**src/rtl/pwr_guard_seq.sv**
```systemverilog
module pwr_guard_seq #(
  parameter int WPT_CYCLES = 10,
  parameter int REC_CYCLES = 8000
) (
  input  logic clk,
  input  logic rst_n,
  input  logic below_fail,
  input  logic below_swo,
  input  logic above_cell,
  input  logic access_busy,
  output logic wr_protect,
  output logic use_backup,
  output logic cell_isolated
);

  localparam int MAXC = (WPT_CYCLES > REC_CYCLES) ? WPT_CYCLES : REC_CYCLES;
  localparam int CW   = $clog2(MAXC + 1);
  localparam int KW   = $clog2(WPT_CYCLES + 3);

  typedef enum logic [2:0] {S_ISO, S_RUN, S_PEND, S_HOLD, S_REC} st_t;

  st_t           st, st_n;
  logic [CW-1:0] cnt, cnt_n;

  always_comb begin
    st_n  = st;
    cnt_n = '0;
    case (st)
      S_ISO:  if (!below_fail) st_n = S_REC;
      S_RUN:  if (below_fail) st_n = access_busy ? S_PEND : S_HOLD;
      S_PEND: begin
        if (!access_busy || cnt == CW'(WPT_CYCLES - 1)) st_n = S_HOLD;
        else cnt_n = cnt + 1'b1;
      end
      S_HOLD: if (!below_fail) st_n = S_REC;
      S_REC: begin
        if (below_fail) st_n = S_HOLD;
        else if (cnt == CW'(REC_CYCLES - 1)) st_n = S_RUN;
        else cnt_n = cnt + 1'b1;
      end
      default: st_n = S_HOLD;
    endcase
  end

  always_ff @(posedge clk or negedge rst_n) begin
    if (!rst_n) begin
      st            <= S_ISO;
      cnt           <= '0;
      cell_isolated <= 1'b1;
      use_backup    <= 1'b0;
    end else begin
      st  <= st_n;
      cnt <= cnt_n;
      if (st == S_ISO && !below_fail) cell_isolated <= 1'b0;
      if (!cell_isolated) begin
        if (below_fail && below_swo) use_backup <= 1'b1;
        else if (above_cell && !below_swo) use_backup <= 1'b0;
      end
    end
  end

  assign wr_protect = (st != S_RUN) && (st != S_PEND);

  logic [KW-1:0] unprot_k;
  always_ff @(posedge clk or negedge rst_n) begin
    if (!rst_n) unprot_k <= '0;
    else if (wr_protect) unprot_k <= '0;
    else if (below_fail || unprot_k != '0) unprot_k <= unprot_k + 1'b1;
  end

  AST_ISO_NO_BACKUP: assert property (@(posedge clk) disable iff (!rst_n)
    cell_isolated |-> !use_backup);
  AST_ISO_STICKY: assert property (@(posedge clk) disable iff (!rst_n)
    !cell_isolated |=> !cell_isolated);
  AST_FAIL_IDLE_PROTECT: assert property (@(posedge clk) disable iff (!rst_n)
    (!wr_protect && below_fail && !access_busy) |=> wr_protect);
  AST_PEND_BOUND: assert property (@(posedge clk) disable iff (!rst_n)
    unprot_k <= KW'(WPT_CYCLES + 1));
  AST_RELEASE_NEEDS_SUPPLY: assert property (@(posedge clk) disable iff (!rst_n)
    $fell(wr_protect) |-> !$past(below_fail));
  AST_REC_REFAIL_HOLD: assert property (@(posedge clk) disable iff (!rst_n)
    (wr_protect && below_fail) |=> wr_protect);

endmodule

```
**config.mk**
```make
export PLATFORM = sky130hd
export DESIGN_NAME = pwr_guard_seq
export DESIGN_NICKNAME = d
export VERILOG_FILES = /design/src/rtl/pwr_guard_seq.sv
export SDC_FILE = /design/constraint.sdc
export NUM_CORES = 1
export LEC_CHECK = 0
export BUFFER_PORTS_ARGS = -buffer_cell sky130_fd_sc_hd__buf_4
export CAP_MARGIN = 20
export CELL_PAD_IN_SITES_DETAIL_PLACEMENT = 1
export CELL_PAD_IN_SITES_GLOBAL_PLACEMENT = 1
export CORE_MARGIN = 5
export CORE_UTILIZATION = 47
export DETAILED_ROUTE_END_ITERATION = 16
export PLACE_DENSITY_LB_ADDON = 0.1
export SYNTH_ARGS = -nofsm -noshare
export SYNTH_HDL_FRONTEND = slang
export SYNTH_SLANG_ARGS = --single-unit
```
**constraint.sdc**
```tcl
create_clock -name clk -period 5.33 [get_ports clk]
set_input_delay 0.2665 -clock clk [delete_from_list [all_inputs] [get_ports clk]]
set_output_delay 0.2665 -clock clk [all_outputs]
set_load 0.02 [all_outputs]
```
# Yosys cells after proc, flatten, opt, wreduce, memory -nomap -nowiden
# Index checks and enable logic that the tools add are counted.
[word_totals] ff_bits=18 input_bits=6 out_inout_bits=3 word_cells=44
[op_classes] addsub=1 n_eq_ne=12 mux=13 bitwise_logic=1 n_reduce_logical=13
[ops] op="$mux 13" count=3
[ops] op="$pmux 13 s2" count=1
[ops] op="$mux 3" count=5
[ops] op="$add 13x1->13 const B" count=1
[ops] op="$eq 13x13->1 const B" count=1
[ops] op="$eq 13x4->1 const B" count=1
[ops] op="$pmux 3 s4" count=1
[ops] op="$eq 3x2->1 const B" count=2
[ops] op="$ne 2x2->1 const B" count=3
[ops] op="$logic_and 1x1->1" count=4
[ops] op="$reduce_and 4->1" count=1
[ops] op="$eq 3x1->1 const B" count=1
[ops] op="$eq 3x3->1 const B" count=1
[ops] op="$logic_not 1->1" count=3
[ops] op="$logic_not 3->1" count=1
[ops] op="$mux 1" count=3
[ops] op="$ne 3x1->1 const B" count=1
[ops] op="$ne 3x2->1 const B" count=1
[ops] op="$ne 3x3->1 const B" count=1
[ops] op="$reduce_and 2->1" count=1
[ops] op="$reduce_bool 2->1" count=1
[ops] op="$reduce_or 2->1" count=1
[ops] op="$logic_or 1x1->1" count=1
[ops] op="$not 1->1" count=1

# Depth between registers and ports, before layout
# Gate-level depths: netlist (run 1).
[depth] word_depth=4 mapped_depth=7 mapped_depth_nobuf=6

# Least setup slack after synthesis (run 1)
# Ideal clock, no wire load.
[synth_timing] kind="register -> register" from="reg cnt[0]" to="reg cnt[10]" t_arrival_ps=1676 t_required_ps=5211 setup_slack_ps=3535 stages_incl_launch_ff=7 path_buffers=1 cell_sequence="dfrtp_1 ha_1 nand3_4 or4_4 a31oi_4 buf_6 nor2_1"
[synth_between] elab_chain_len=4
[synth_lines] element="start, declared" line="23" rtl="logic [CW-1:0] cnt, cnt_n;"
[synth_lines] element="start signal, assigned" line="53" rtl="cnt <= cnt_n;"
[synth_lines] element="$add 13x1->13, or another cell as far along" line="33, 39"
[synth_lines] element="$mux 13 / $logic_or 1x1->1 (equally long branches)" line="38, 32"
[synth_lines] element="$mux 13, on equally long branches" line="37, 32"
[synth_lines] element="$pmux 13 s2 (*)" line="28" rtl="case (st)"
[synth_lines] element="via cnt_n[10]" line="23"
# Mark *: on every way through the listed nets, which the timed path passes. The rest lies on a longest branch.
# A chain may end at the register's enable or synchronous reset.

# Worst setup path in the final report (run 1)
[layout_timing] from="reg cnt[0]" to="reg cnt[4]"
# Same word-level chain as after synthesis.

==> flow_summary.yaml, run 1 <==
detailed_routing:
  drt_iter0_drc: 6
  postRouteAntennaNets: 0
  vias_per_cell: 5.52
  num_vias: 740
  drc_errors: 0
  first_pass_iters: 2
  routed_wl_um: 1940
  wire_per_inst_um: 14.5
run:
  cap_viol_max_count: 0
timing:
  drv_slew: 0
  timing.slew.headroom_pct: 55.5
  rsz0062_at_grt: "no"
  hold_viol_final: 0
  fin_tns_setup_ns: 0
  finalClockSkew_ns: 0.00127
  period_needed_ns: 1.98
  tightest_slew_ns: 0.662
  fmax_mhz: 504
  finalCritPeriodShare_pct: 37.2
  timing.final.setup_violations: 0
  hold_ws_ns: 0.184
power_and_ir_drop:
  power.leakage_nw: 0.417
  peakVddDrop_uv: 182
  finalPower_mw: 0.387
  power.density_nw_per_um2: 358
setup_path:
  slowest_stage: "or4_4"
  slowest_delay_ns: 0.57
  regToRegStartpoint: "cnt[0]"
  reg2reg_to: "cnt[4]"
  critPathMaxFanout: 13
  path_cells: "ha_1, nand3_4, or4_4, a31oi_4, nor2_1"
  r2r_slack_ns: 3.35
  crit_path_end: "cnt[4]"
  cp-end-kind: "flop"
  ff2ff_path_depth: 5
  worstPathArrival_ns: 2.17
  critical_path_class: "flop to flop"
  required_ns: 5.51
  start_kind: "flop"
  cp-startpoint: "cnt[0]"
layout:
  multi_input_area_um2: 470
  drive_gt1_share_pct: 15.9
  syn_to_final_growth_pct: 13.5
  layout.nets: 116
  regArea_um2: 452
  antenna-diode-count: 0
  utilization_pct: 55.7
  final_cells: 134
  n_fill_cell: 226
logic_synthesis:
  synth-xor-area-share_pct: 11.0
  synth_nets: 103
  synth_area_leaders: "dfrtp_1 (45%), xnor2_1 (9.2%), nor2_1 (6.3%), nor4_1 (3.9%), dfstp_2 (2.8%)"
  muxShareOfSynthArea_pct: 1.05
  ys_top_cells_by_count: "dfrtp_1 (17), nor2_1 (16), xnor2_1 (10)"
  yosysWarningCount: 0
  synth-compound-area-share_pct: 8.02
  yosys_most_used_dff: "dfrtp_1"
  synth_top_family_by_area: "simple AND/OR/NAND/NOR gates"
  yosys.area_share.simple_pct: 26.7
  netlist.area_leader.share_pct: 44.7
  synth-adder-area-share_pct: 2.63
  synth_edf_count: 0
  ys_seq_area_share_pct: 47.4
  synth.most_common_cell: "dfrtp_1"
  syn_avg_cell_area_um2: 10.0
  async_flop_share_pct: 100
  synthCells: 95
  yosys.area.top_type: "dfrtp_1"
  synth_cell_type_count: 28
  synth-seq-cells: 18
  synth_area_um2: 952
global_route:
  grt_pass1_vias: 781
  antenna_found_initial: 0
  grt_max_degree: 19
  grt_overflow_total: 0
  track_usage_pct: 16.0
  grt_pass1_wl_um: 3370
worst_hold_path:
  hp-class: "primary input to flop"
  min-delay-start: "below_fail"
status:
  run_status: "complete, no violations"
placed_design:
  place_congestion: 0.718
  place_inst: 129
  dpl.hpwl_um: 1410
  numPortBuffers: 8
clock_tree:
  cts_sinks: 18
  clk_pin_slew_ns: 0.10
  numCtsBuffers: 3
  clockRootBuffer: "clkbuf_4"
  tritoncts: "yes"
  cts.htree.levels: 1
  cts_buffer_depth: 2
  insertion_delay_ns: 0.30
floorplan:
  die_area_um2: 3030
  core_um2: 1940
  io_pins: 9
  dieHeight_um: 55.0
  placementRows: 16
  start_util_pct: 49.0
  die_w_um: 55.0
final cells by class:
cell class | instances | area share [%]
clock buffer | 4 | 3.36
inverter | 5 | 1.74
multi-input combinational | 71 | 43.5
sequential | 18 | 41.8
tap | 27 | 3.12
timing repair buffer | 9 | 6.48
worst max-delay path, delay by kind of cell, from the launching register on:
family                     cells  cell delay, ns
DFF                            1            0.42
and+or+nand+nor                3            0.79
adders and majority gates      1            0.26
AOI/OAI and AO/OA              1            0.38
layout by cell type, fill, tap and decap left out, types with 3 or more instances in the layout:
master	Yosys	routed
a21oi_1	5	5
buf_4	0	8
clkbuf_4	0	3
dfrtp_1	17	17
inv_1	5	5
nand2_1	7	7
nand4_1	3	3
nor2_1	16	16
nor3_1	4	4
nor4_1	6	6
xnor2_1	10	10
worst min-delay path by stage:
stage / end / slack (ns) / depth (start not counted)
after floorplan: cnt[0] / -0.03 / 0
after global placement: cnt[11] / 0.14 / 1
after detailed placement: cnt[11] / 0.15 / 1
after CTS: st[2] / 0.17 / 2
after global routing: st[2] / 0.19 / 2
final: st[2] / 0.18 / 2
cell families after synthesis:
| logic type | count (synthesis) |
|---|---|
| AND/OR/NAND/NOR | 46 |
| flip-flops | 18 |
| XOR/XNOR | 12 |
| AO/OA/AOI/OAI | 10 |
| buffers and inverters | 6 |
| adder cells (fa/ha/maj) | 2 |
| multiplexers | 1 |
where the power goes:
part           leakage [nW]  switching [mW]  internal [mW]
combinational         0.156          0.0657         0.0543
sequential            0.240          0.0262          0.154
clock                0.0210          0.0449         0.0417
total                 0.417           0.137          0.250
flip-flops by register name, summed over array words and instances (netlist names):
register,cells
st,3
cell_isolated,1
cnt,13
use_backup,1
what timing repair did:
action	4_1_cts	5_1_grt
gates resized for setup	0	0
hold endpoints to repair	17	0
hold buffers	1	0
setup buffers	0	0
metrics by stage:
stage / area (um^2) / worst slack [ns]
2_1_floorplan: 952 / 3.53
3_3_place_gp: 1030 / 3.40
3_5_place_dp: 1030 / 3.34
4_1_cts: 1080 / 3.33
5_1_grt: 1080 / 3.23
6_report: 1080 / 3.35
metal layers:
| metal | GRT usage, % | wire length (um) | up-vias | part of all wire [%] |
|---|---|---|---|---|
| met2 | 26.0 | 955 | 10 | 49 |
| li1 | - | - | 360 | - |
| met5 | 0 | 0 | - | 0 |
| met4 | 10.5 | 46 | 0 | 2.4 |
| met1 | 19.0 | 862 | 365 | 45 |
| met3 | 3.49 | 71 | 5 | 3.7 |
Note: power is estimated with default switching activity, not from simulation.
==> inputs of run 2 (changes only) <==
ABC_AREA = 1   (was default)
CORE_UTILIZATION = 44   (was 47)
clock period = 2 ns   (was 5.33 ns; I/O delays follow)
==> flow_summary.yaml, run 2 <==
power_and_ir_drop:
  finalPower_mw: 1.07
  peakVddDrop_uv: 665
  power.leakage_nw: 0.498
  power.density_nw_per_um2: 877
run:
  cap_viol_max_count: 0
logic_synthesis:
  synth_area_um2: 1110
  synth_cell_type_count: 30
  syn_avg_cell_area_um2: 8.43
  yosysWarningCount: 0
  netlist.area_leader.share_pct: 38.2
  yosys.area.top_type: "dfrtp_1"
  yosys_most_used_dff: "dfrtp_1"
  synth_nets: 140
  synth_edf_count: 0
  async_flop_share_pct: 100
  synth.most_common_cell: "nand2_1"
  ys_seq_area_share_pct: 40.6
  synthCells: 132
  synth_area_leaders: "dfrtp_1 (38%), nand2_1 (10%), a21oi_2 (7.9%), inv_1 (4.7%), xor2_1 (3.9%)"
  synth-seq-cells: 18
  ys_top_cells_by_count: "nand2_1 (30), dfrtp_1 (17), inv_1 (14)"
global_route:
  grt_pass1_vias: 952
  grt_pass1_wl_um: 4270
  grt_max_degree: 19
  antenna_found_initial: 0
  grt_overflow_total: 0
  track_usage_pct: 16.0
setup_path:
  slowest_stage: "dfrtp_1"
  critPathBufInv: 0
  worstPathArrival_ns: 1.83
  path_cells: "ha_1, nand2_1, nor2_4, nand3_2, nand2_4, nand3_2, nand2_1, nand2_1"
  critPathMaxFanout: 18
  cp-end-kind: "flop"
  cpLargestDelayFamily: "simple AND/OR/NAND/NOR gates"
  start_kind: "flop"
  required_ns: 2.20
  crit_top_cell: "nand2_1"
  critical_path_class: "flop to flop"
  slowest_delay_ns: 0.42
clock_tree:
  cts.htree.levels: 1
  cts_setup_buffers: 0
  insertion_delay_ns: 0.30
  tritoncts: "yes"
  clk_pin_slew_ns: 0.11
  cts_sinks: 18
  numCtsBuffers: 3
  cts_buffer_depth: 2
  clockRootBuffer: "clkbuf_4"
timing:
  tightest_slew_ns: 0.440
  timing.final.setup_violations: 0
  hold_ws_ns: 0.0579
  drv_slew: 0
  setup_ws_ns: 0.366
  finalClockSkew_ns: 0.00347
  fin_tns_setup_ns: 0
  finalCritPeriodShare_pct: 81.7
  timing.slew.headroom_pct: 70.6
  fmax_mhz: 612
  period_needed_ns: 1.63
  rsz0062_at_grt: "no"
  hold_viol_final: 0
layout:
  reg_top3: "cnt: 13 flops, st: 3 flops"
  final_cell_mix: "nand2_1 (30), dfrtp_1 (17), inv_1 (14), a21oi_2 (10), nor2_1 (9)"
  final_common_cell: "nand2_1"
  layout.nets: 152
  syn_to_final_growth_pct: 10.1
  drive_gt1_share_pct: 25.9
  largest_reg_flops: 13
  antenna-diode-count: 0
  regMostFlops: "cnt"
  design_area_um2: 1220
placed_design:
  dpl.hpwl_um: 1850
  numPortBuffers: 8
  place_ws_ns: 0.360
  dpl_cell_area_um2: 1180
  place_congestion: 0.798
detailed_routing:
  postRouteAntennaNets: 0
  first_pass_iters: 4
  wire_per_inst_um: 14.2
  drc_errors: 0
  drt_iter0_drc: 19
  num_vias: 908
  routed_wl_um: 2450
  vias_per_cell: 5.25
worst_hold_path:
  hp-class: "primary input to flop"
floorplan:
  die_area_um2: 3630
  dieHeight_um: 60.3
  core_um2: 2450
  io_pins: 9
  die_w_um: 60.3
  start_util_pct: 45.3
  placementRows: 18
status:
  run_status: "complete, no violations"
## run 2: final timing paths
kind                                 from            end  slack (ns)  cells past startpoint
worst max-delay path               cnt[0]          st[1]        0.37                      8
worst min-delay path            below_swo     use_backup        0.06                      2
worst max register to register     cnt[0]          st[1]        0.37                      8
worst min register to register     cnt[0]         cnt[0]        0.49                      1
max in group asynchronous           rst_n  cell_isolated        1.53                      2
min in group asynchronous           rst_n         cnt[3]        0.21                      2
## run 2: logic make-up after synthesis
group	Yosys count	synth area share, %
compound gates	23	14.5
xor+xnor	6	4.72
fa+ha+maj	2	2.25
buf+inv	19	8.55
flops	18	40.6
simple gates	64	29.4
## run 2: routing by layer
metal	vias up	GRT usage (%)	part of all wire, %
met2	13	24.5	48
met1	441	21.5	47
met3	4	2.16	3.2
met5	-	0	0
met4	0	8.86	1.6
li1	450	-	-
## run 2: through the flow
step | cells | util [%]
final | 173 | 49.9
after global routing | 173 | 49.9
after CTS | 173 | 49.9
after detailed placement | 168 | 48.0
after global placement | 168 | 48.0
after floorplan | 132 | -
## run 2: worst register-to-register path, stage by stage, from the launching register on
cell     delay, ns
dfrtp_1       0.42
ha_1          0.21
nand2_1       0.15
nor2_4        0.16
nand3_2       0.10
nand2_4       0.24
nand3_2       0.13
nand2_1       0.09
nand2_1       0.05
## run 2: where the power goes
part / switching (mW) / internal [mW] / total [mW]
Combinational: 0.243 / 0.138 / 0.380
Clock: 0.120 / 0.111 / 0.231
Sequential: 0.0561 / 0.408 / 0.464
Total: 0.418 / 0.656 / 1.07
## run 2: area by class of cell
class	instances	area (um^2)
Inverter	17	63.8
Clock buffer	4	36.3
Timing Repair Buffer	9	70.1
Tap cell	30	37.5
Multi-Input combinational cell	95	566
Sequential cell	18	452
Fill cell	307	1230
## run 2: repair_timing
| action | CTS | global route |
|---|---|---|
| hold endpoints to repair | 18 | 0 |
| hold buffers | 1 | 0 |
| resized for setup | 0 | 0 |
